==> config.mk <==
export PLATFORM = sky130hd
export DESIGN_NAME = strap_parity_pins
export DESIGN_NICKNAME = d
export VERILOG_FILES = /design/src/rtl/strap_parity_pkg.sv /design/src/rtl/sp_strap_capture.sv /design/src/rtl/sp_enable_reg.sv /design/src/rtl/sp_lane_parity.sv /design/src/rtl/strap_parity_pins.sv
export SDC_FILE = /design/constraint.sdc
export NUM_CORES = 1
export LEC_CHECK = 0
export ABC_AREA = 1
export BUFFER_PORTS_ARGS = -buffer_cell sky130_fd_sc_hd__buf_2
export CELL_PAD_IN_SITES_DETAIL_PLACEMENT = 1
export CELL_PAD_IN_SITES_GLOBAL_PLACEMENT = 2
export CORE_MARGIN = 2
export CORE_UTILIZATION = 18
export DETAILED_ROUTE_END_ITERATION = 6
export PLACE_DENSITY_LB_ADDON = 0.25
export SLEW_MARGIN = 20
export SYNTH_ARGS = -nofsm -noshare
export SYNTH_HDL_FRONTEND = slang
export SYNTH_SLANG_ARGS = --single-unit
==> constraint.sdc <==
create_clock -name clk -period 1.25 [get_ports clk]
set_input_delay 0.1875 -clock clk [delete_from_list [all_inputs] [get_ports clk]]
set_output_delay 0.1875 -clock clk [all_outputs]
set_load 0.02 [all_outputs]
==> src/rtl/strap_parity_pkg.sv <==
package strap_parity_pkg;
  // strap bit meaning, fixed by pin position
  localparam int unsigned STRAP_CPU_OFF  = 0;
  localparam int unsigned STRAP_BUS_WIDE = 1;
  localparam int unsigned STRAP_TRISTATE = 2;

  // even parity: the bit that makes the total count of ones even
  function automatic logic even_par8(input logic [7:0] v);
    return ^v;
  endfunction
endpackage

==> src/rtl/sp_strap_capture.sv <==
module sp_strap_capture #(
  parameter int unsigned PINS = 3
) (
  input  logic            clk,
  input  logic            rst_n,
  input  logic [PINS-1:0] pin_in,
  output logic [PINS-1:0] strap_q,
  output logic            captured_q
);
  logic [PINS-1:0] strap_d;
  logic            captured_d;
  logic            load;

  always_comb begin
    load       = !captured_q;
    captured_d = captured_q;
    strap_d    = strap_q;
    if (load) begin
      captured_d = 1'b1;
      strap_d    = pin_in;
    end
  end

  always_ff @(posedge clk or negedge rst_n) begin
    if (!rst_n) begin
      captured_q <= 1'b0;
      strap_q    <= '0;
    end else begin
      captured_q <= captured_d;
      strap_q    <= strap_d;
    end
  end
endmodule

==> src/rtl/sp_enable_reg.sv <==
module sp_enable_reg (
  input  logic clk,
  input  logic rst_n,
  input  logic captured,
  input  logic wr_en,
  input  logic wr_bit,
  output logic en_q
);
  logic en_d;
  logic accept;

  always_comb begin
    accept = captured && wr_en;
    en_d   = en_q;
    if (accept) en_d = wr_bit;
  end

  always_ff @(posedge clk or negedge rst_n) begin
    if (!rst_n) en_q <= 1'b0;
    else        en_q <= en_d;
  end
endmodule

==> src/rtl/sp_lane_parity.sv <==
module sp_lane_parity #(
  parameter int unsigned LANE_W = 8
) (
  input  logic [LANE_W-1:0] lane_data,
  input  logic              active,
  output logic              par_out,
  output logic              par_oe
);
  logic par_raw;

  generate
    if (LANE_W == 8) begin : g_byte
      assign par_raw = strap_parity_pkg::even_par8(lane_data);
    end else begin : g_generic
      assign par_raw = ^lane_data;
    end
  endgenerate

  assign par_oe  = active;
  assign par_out = active & par_raw;
endmodule

==> src/rtl/strap_parity_pins.sv <==
module strap_parity_pins #(
  parameter int unsigned LANES  = 2,
  parameter int unsigned LANE_W = 8
) (
  input  logic                     clk,
  input  logic                     rst_n,
  input  logic [LANES:0]           pin_in,
  input  logic                     cfg_we,
  input  logic                     cfg_wdata,
  input  logic                     bus_valid,
  input  logic [LANES-1:0]         bus_be,
  input  logic [LANES*LANE_W-1:0]  bus_data,
  output logic [LANES:0]           pin_oe,
  output logic [LANES:0]           pin_out,
  output logic [LANES:0]           strap_cfg
);
  localparam int unsigned PINS   = LANES + 1;
  localparam int unsigned FLAG_I = LANES;

  logic             captured_q;
  logic             en_q;
  logic             cycle_on;
  logic [LANES-1:0] lane_par;
  logic [LANES-1:0] lane_oe;

  sp_strap_capture #(.PINS(PINS)) u_strap (
    .clk        (clk),
    .rst_n      (rst_n),
    .pin_in     (pin_in),
    .strap_q    (strap_cfg),
    .captured_q (captured_q)
  );

  sp_enable_reg u_en (
    .clk      (clk),
    .rst_n    (rst_n),
    .captured (captured_q),
    .wr_en    (cfg_we),
    .wr_bit   (cfg_wdata),
    .en_q     (en_q)
  );

  assign cycle_on = en_q & bus_valid;

  for (genvar g = 0; g < LANES; g++) begin : g_lane
    sp_lane_parity #(.LANE_W(LANE_W)) u_par (
      .lane_data (bus_data[g*LANE_W +: LANE_W]),
      .active    (cycle_on & bus_be[g]),
      .par_out   (lane_par[g]),
      .par_oe    (lane_oe[g])
    );
  end

  always_comb begin
    pin_oe  = '0;
    pin_out = '0;
    pin_oe[LANES-1:0]  = lane_oe;
    pin_out[LANES-1:0] = lane_par;
    pin_oe[FLAG_I]     = en_q;
    pin_out[FLAG_I]    = cycle_on & (|bus_be);
  end
endmodule

Yosys cells after proc, flatten, opt, wreduce, memory -nomap -nowiden
Cells that the tools add are included.
Widths: inputs -> output; s select.
Storage, ports and cells
  register bits: 5
  bits of input ports: 26
  output and inout bits: 9
  logic and storage cells: 13
Operators by class
  bitwise operators: 6
  reduce and logical (&&, ||, !) cells: 4
Operator list (count)
  $reduce_xor 8->1: 2
  $and 1x1->1: 6
  $reduce_or 2->1: 1
  $logic_and 1x1->1: 1

Logic depth before layout (Yosys ltp)
Gate-level depths: netlist (run 1).
  word-level depth: 3
  mapped depth: 10
  mapped depth without buffers: 9

Cells and area by module
A second synthesis (run 1) with hierarchy kept.
Second synthesis, totals
  cells, all modules: 114
  area total of the unflattened synthesis: 546.8 µm²
Modules (own cells, without submodules)
  sp_lane_parity: times used 2, cells each 43, area each 165.2 µm², sequential area each 0.0 µm²
  sp_strap_capture: times used 1, cells each 15, area each 141.4 µm², sequential area each 100.1 µm²
  sp_enable_reg: times used 1, cells each 5, area each 41.3 µm², sequential area each 25.0 µm²
  strap_parity_pins: times used 1, cells each 8, area each 33.8 µm², sequential area each 0.0 µm²

Worst setup path after synthesis (run 1)
OpenSTA, ideal clock, no wires.
  path kind: register -> output
  from: register u_en.en_q
  to: output pin_out[1]
  data arrival time: 0.805 ns
  data required time: 1.062 ns
  path slack: 0.257 ns
  cell stages (with the launch flop): 6
  buffers on the path: 1
  cell sequence: dfrtp_1 nand2_1 nor2_1 inv_2 nor2_2 buf_4
Between the ends
  cells in the longest elaborated chain, start to end: 3
Ends and longest elaborated chain
  from (decl): line sp_enable_reg.sv:7  | output logic en_q
  from (signal assigned): line sp_enable_reg.sv:20  | else en_q <= en_d;
  $and 1x1->1: line strap_parity_pins.sv:43  | assign cycle_on = en_q & bus_valid;
  $and 1x1->1: line strap_parity_pins.sv:48  | .active (cycle_on & bus_be[g]),
  net g_lane[1].u_par.active: line sp_lane_parity.sv:5  | input logic active,
  $and 1x1->1: line sp_lane_parity.sv:20  | assign par_out = active & par_raw;
  to (decl): line strap_parity_pins.sv:14  | output logic [LANES:0] pin_out,
The timed path passes the listed nets, and every way through them passes these cells.

Worst setup path after layout (run 1)
  from: register u_en.en_q
  to: output pin_out[1]
Between the ends
  cells in the longest elaborated chain, start to end: 3
Ends and longest elaborated chain (line)
  $and 1x1->1: strap_parity_pins.sv:43
  $and 1x1->1: strap_parity_pins.sv:48
  $and 1x1->1: sp_lane_parity.sv:20
No other way between the ends.

==> results.py, run 1 <==
metrics = {
    "yosys": {
        "ys.warnings.count": 0,
        "synth_adder_area_share_pct": 0,
        "ys_seq_elements": 5,
        "share_of_yosys_cell_area_claimed_by_the_top_area_cell_type_pct": 32.5,
        "largest_family_of_logic_cells_by_synthesized_area": "simple AND/OR/NAND/NOR gates",
        "multiplexer_area_fraction_after_synthesis_pct": 5.84,
        "synth_cells": 105,
        "synth_compound_area_share_pct": 1.95,
        "ys_seq_area_share_pct": 21.6,
        "synth_cell_types": 15,
        "synthXorXnorAreaFrac_pct": 3.03,
        "synth_area_per_cell_um2": 5.51,
        "syn-num-nets": 131,
        "synthSimpleGateAreaFrac_pct": 46.8,
        "mappedNetlistArea_um2": 578,
        "synth.largest_area_cell": "nand2_1",
        "synth_area_leaders": "nand2_1 32%, dfrtp_1 22%, inv_1 10%, buf_4 6.5%, nand2_2 6.5%",
    },
    "floorplanning": {
        "initial_core_util_pct": 18.9,
        "floorplan.die.width_um": 60.7,
        "num_io_pins": 35,
        "core.rowCount": 20,
        "die_area_um2": 3680,
        "die_height_um": 60.7,
        "core_area_um2": 3050,
    },
    "layout": {
        "final_core_utilization_pct": 28.9,
        "mostFrequentLayoutCells": "49 x nand2_1, 29 x buf_2, 15 x inv_1",
        "layout_commonest_cell": "nand2_1",
        "diodes": 0,
        "share_of_layout_cells_above_drive_strength_1_pct": 38.7,
        "design.final.nets": 169,
        "syn2layout_area_growth_pct": 52.8,
        "finish.instance_area_um2": 883,
    },
    "timing": {
        "min_period_over_period_pct": 100,
        "timing.final.hold_violations": 0,
        "clock_skew_ns": 0.000405,
        "period_minus_slack_ns": 1.25,
        "worst_slack_ns": -0.00405,
        "timing.final.max_slew_violations": 0,
        "max_freq_mhz": 797,
        "setup_violations": 2,
        "grt_setup_unrepaired": "yes",
    },
    "critical_path": {
        "crit_chain": "nand2_2 > nor2_4 > inv_2 > nor2_4 > buf_6",
        "start_kind": "flip-flop",
        "critical_setup_path_class": "flip-flop to output pin",
        "timing.critical_path.slowest_cell_delay_ns": 0.36,
        "r2r-start": "u_strap.captured_q$_DFF_PN0_",
        "critical_path_arrival_ns": 1.07,
        "worst-path-max-fanout": 2,
        "timing.critical_path.mode_cell": "nor2_4",
        "timing.critical_path.to_type": "output pin",
        "cp_data_required_time_ns": 1.06,
        "reg2reg_slack_ns": 0.35,
        "critical_path.startpoint": "u_en.en_q$_DFFE_PN0P_",
        "crit_slowest_cell": "dfrtp_1",
    },
    "clock_network": {
        "cts_buffer_depth": 2,
        "clkSinkCount": 5,
        "clock_tree_from_tritoncts": "built",
        "insertion_delay_ns": 0.23,
        "cts.reportedPaths.clkPinSlew_ns": 0.04,
        "numCtsBuffers": 3,
        "root_buffer_selected_by_cts": "clkbuf_4",
        "h-tree-depth": 1,
    },
    "power": {
        "worst_ir_drop_vdd_uv": 648,
        "power_density_relative_to_cell_area_nw_per_um2": 747,
        "power_leakage_nw": 0.546,
    },
    "placement": {
        "hpwl_um": 1310,
        "port_buffers": 34,
        "placement.cell_area_um2": 766,
        "pre_cts_slack_ns": 0.0447,
        "gp_congestion": 0.581,
    },
    "global_route": {
        "global_route_wire_length_before_repair_um": 2600,
        "sum_of_overflow_across_all_layers_after_global_routing": 0,
        "groute.usage.overall_pct": 9.18,
        "grt_pass1_vias": 705,
        "antenna_found_initial": 0,
        "grt_max_degree": 6,
    },
    "drt": {
        "antenna_violating_nets_remaining": 0,
        "wire_per_inst_um": 8.11,
        "routed_wirelength_um": 1510,
        "drt_first_iter_violations": 3,
        "post-route-drc-count": 0,
        "drt_pre_antenna_iters": 2,
        "post_drt_via_cell_ratio": 3.70,
        "dr_total_vias": 689,
    },
    "status": {
        "status": "finished, violations left",
        "violations_in_the_final_reports": "setup timing",
    },
    "worst_hold_path": {
        "hold_path_startpoint": "pin_in[0]",
        "hold_wc_path_type": "primary input to flip-flop",
    },
    "job": {
        "timing.max_cap.violations": 0,
    },
}
[cells in the mapped netlist]
cell type  number
buf_4           5
a21oi_1         1
conb_1          1
inv_1          16
nand3_1         2
clkinv_1        2
nand2_1        50
inv_2           3
xnor2_1         2
nand2_2         6
a31oi_1         1
nor2_2          2
nor2_1          6
mux2_1          3
dfrtp_1         5
[sequential cells by signal, indices dropped and copies added (netlist names)]
name / cells
u_strap.strap_q: 3
u_en.en_q: 1
u_strap.captured_q: 1
[report_power, final]
| group | internal, mW | total, mW | switching, mW |
|---|---|---|---|
| logic | 0.130 | 0.296 | 0.166 |
| clock network | 0.120 | 0.175 | 0.0551 |
| registers | 0.178 | 0.189 | 0.0106 |
[final timing paths]
path | endpoint | cells after the start
max | pin_out[1] | 5
min | u_strap.strap_q[0]$_DFFE_PN0N_ | 2
max reg2reg | u_strap.strap_q[1]$_DFFE_PN0N_ | 1
min reg2reg | u_strap.strap_q[2]$_DFFE_PN0N_ | 1
max in group asynchronous | u_strap.strap_q[0]$_DFFE_PN0N_ | 2
min in group asynchronous | u_en.en_q$_DFFE_PN0P_ | 2
[metal layers]
layer	wire, um	vias up	track usage, %
met5	0	-	0
met4	0	0	2.80
li1	-	370	-
met3	47	0	1.28
met2	938	13	19.2
met1	523	306	9.03
[critical path, delay by kind of cell (launching register included)]
| kind | cells | cell delay, ns |
|---|---|---|
| buffers and inverters | 2 | 0.18 |
| AND/OR/NAND/NOR | 3 | 0.29 |
| flip-flops | 1 | 0.36 |
[metrics by stage]
stage / hold WS, ns / setup TNS (ns) / power, mW / cells
after CTS: 0.161 / -0.149 / 0.676 / 186
after detailed placement: 0.00409 / 0 / 0.444 / 178
final: 0.167 / -0.00558 / 0.660 / 186
after floorplan: -0.108 / 0 / 0.358 / 105
after global routing: 0.168 / -0.316 / 0.725 / 186
after global placement: 0.00326 / 0 / 0.432 / 178
[cell families (layout without fill, tap and decap cells)]
kind of cell / after synthesis / after routing
compound gates: 2 / 2
xor+xnor: 2 / 2
buf+inv: 26 / 63
flops: 5 / 5
mux: 3 / 3
other cells: 1 / 1
simple gates: 66 / 66
[cell type report]
| type | count | area [um2] |
|---|---|---|
| Clock buffer | 4 | 26.3 |
| Fill cell | 420 | 2170 |
| Inverter | 21 | 78.8 |
| Multi-Input combinational cell | 74 | 364 |
| Sequential cell | 5 | 125 |
| Tap cell | 44 | 55.1 |
| Timing Repair Buffer | 38 | 234 |
[what timing repair did]
| item | 4_1_cts | 5_1_grt |
|---|---|---|
| hold endpoints to repair | 5 | 0 |
| hold buffers | 1 | 0 |
| endpoints found under the setup margin | 4 | 5 |
| pin swaps | 5 | 3 |
| buffers inserted | 3 | 0 |
| gates resized for setup | 17 | 1 |
Note: power is estimated with default switching activity, not from simulation.
==> run 2: changes to the inputs <==
Settings changed: SETUP_SLACK_MARGIN set to 0.4.
==> results.py, run 2 (synthesis gave the netlist of run 1 again) <==
metrics = {
    "timing": {
        "max_freq_mhz": 796,
        "setup_violations": 2,
        "timing.final.max_slew_violations": 0,
        "clock_skew_ns": 0.00205,
        "min_period_over_period_pct": 101,
        "timing.final.hold_violations": 0,
        "grt_setup_unrepaired": "yes",
        "worst_slack_ns": -0.00680,
        "hold_slack_ns": 0.165,
        "period_minus_slack_ns": 1.26,
    },
    "clock_network": {
        "h-tree-depth": 1,
        "numCtsBuffers": 3,
        "insertion_delay_ns": 0.24,
        "cts_buffer_depth": 2,
        "cts.reportedPaths.clkPinSlew_ns": 0.04,
        "clock_tree_from_tritoncts": "built",
        "clkSinkCount": 5,
        "root_buffer_selected_by_cts": "clkbuf_4",
    },
    "critical_path": {
        "worst-path-max-fanout": 2,
        "start_kind": "flip-flop",
        "cp_data_required_time_ns": 1.06,
        "timing.critical_path.to_type": "output pin",
        "critical_setup_path_class": "flip-flop to output pin",
        "critical_path_arrival_ns": 1.07,
    },
    "drt": {
        "routed_wirelength_um": 1550,
        "drt_pre_antenna_iters": 2,
        "post-route-drc-count": 0,
        "antenna_violating_nets_remaining": 0,
        "post_drt_via_cell_ratio": 3.78,
        "dr_total_vias": 706,
        "wire_per_inst_um": 8.30,
        "drt_first_iter_violations": 18,
    },
    "global_route": {
        "grt_max_degree": 6,
        "grt_pass1_vias": 732,
        "global_route_wire_length_before_repair_um": 2750,
        "antenna_found_initial": 0,
        "sum_of_overflow_across_all_layers_after_global_routing": 0,
        "groute.usage.overall_pct": 9.58,
    },
    "power": {
        "power_density_relative_to_cell_area_nw_per_um2": 759,
        "power_leakage_nw": 0.569,
        "power_switching_share_pct": 34.7,
        "p_seq_share_pct": 27.5,
        "fin_total_pwr_uw": 709,
        "internal_cell_power_uw": 463,
        "power.share.clock_pct": 25.9,
        "power.switching_uw": 246,
        "comb_power_share_pct": 46.6,
        "worst_ir_drop_vdd_uv": 694,
    },
    "layout": {
        "diodes": 0,
        "mostFrequentLayoutCells": "49 x nand2_1, 25 x buf_2, 15 x inv_1",
        "design.final.nets": 170,
        "finish.instance_area_um2": 935,
        "largest_register_ff_count": 3,
        "fillCellCount": 419,
        "layout_commonest_cell": "nand2_1",
        "syn2layout_area_growth_pct": 61.7,
        "share_of_layout_cells_above_drive_strength_1_pct": 44.8,
        "top_register": "u_strap.strap_q",
        "reg_top3": "u_strap.strap_q: 3 flops, u_en.en_q: 1 flops, u_strap.captured_q: 1 flops",
    },
    "floorplanning": {
        "core_area_um2": 3050,
        "initial_core_util_pct": 18.9,
        "die_area_um2": 3680,
        "die_height_um": 60.7,
        "num_io_pins": 35,
        "core.rowCount": 20,
        "floorplan.die.width_um": 60.7,
    },
    "job": {
        "timing.max_cap.violations": 0,
    },
    "placement": {
        "pre_cts_slack_ns": 0.0533,
        "placement.cell_area_um2": 769,
        "port_buffers": 34,
        "gp_congestion": 0.630,
        "hpwl_um": 1350,
    },
    "worst_hold_path": {
        "hold_wc_path_type": "primary input to flip-flop",
    },
    "status": {
        "violations_in_the_final_reports": "setup timing",
        "status": "finished, violations left",
    },
}
## run 2: cell types whose count changed in the layout (fill, tap and decap cells not counted), sizes merged
| cell | change |
|---|---|
| buf | +1 |
## run 2: layer usage
| metal | part of all wire (%) | GRT usage [%] |
|---|---|---|
| met1 | 37 | 10.7 |
| met2 | 58 | 18.6 |
| met3 | 3.9 | 1.28 |
| met4 | 1.4 | 2.80 |
| met5 | 0 | 0 |
## run 2: stage by stage
stage / setup TNS [ns] / util, % / cells
6_report: -0.0128 / 30.6 / 187
5_1_grt: -0.249 / 30.6 / 187
4_1_cts: -0.0836 / 29.6 / 185
3_5_place_dp: 0 / 25.2 / 178
3_3_place_gp: 0 / 25.2 / 178
2_1_floorplan: 0 / - / 105
## run 2: what timing repair did
action                                  in CTS  in global routing
resized for setup                           27                  4
endpoints found under the setup margin      12                 13
pin swaps                                    4                  2
buffers inserted                             2                  2
hold buffers                                 1                  0
hold endpoints to repair                     5                  0
## run 2: area by class of cell
cell class | instances | area (um2) | share of cell area [%]
clock buffer | 4 | 26.3 | 2.81
inverter | 21 | 78.8 | 8.43
multi-input combinational | 74 | 374 | 40.0
sequential | 5 | 130 | 13.9
tap | 44 | 55.1 | 5.89
timing repair buffer | 39 | 270 | 28.9
## run 2: worst paths after layout
check	from	endpoint	slack, ns	cells after the start
worst max-delay path	u_en.en_q$_DFFE_PN0P_	pin_out[1]	-0.007	5
worst min-delay path	cfg_we	u_en.en_q$_DFFE_PN0P_	0.16	2
worst max register to register	u_en.en_q$_DFFE_PN0P_	u_en.en_q$_DFFE_PN0P_	0.34	4
worst min register to register	u_strap.strap_q[0]$_DFFE_PN0N_	u_strap.strap_q[0]$_DFFE_PN0N_	0.53	1
max in group asynchronous	rst_n	u_strap.captured_q$_DFF_PN0_	0.83	2
min in group asynchronous	rst_n	u_en.en_q$_DFFE_PN0P_	0.28	2
## run 2: power groups by stage
stage / Clock (mW) / Sequential (mW) / Combinational, mW
floorplan: 0 / 0.204 / 0.156
global placement: 0 / 0.192 / 0.241
detailed placement: 0 / 0.194 / 0.252
CTS: 0.194 / 0.195 / 0.318
global route: 0.201 / 0.198 / 0.370
finish: 0.184 / 0.195 / 0.330
## run 2: worst max-delay path, stage by stage (launching register included)
cell	delay (ns)
dfrtp_1	0.36
nand2_2	0.10
nor2_4	0.10
inv_2	0.06
nor2_4	0.08
buf_6	0.12
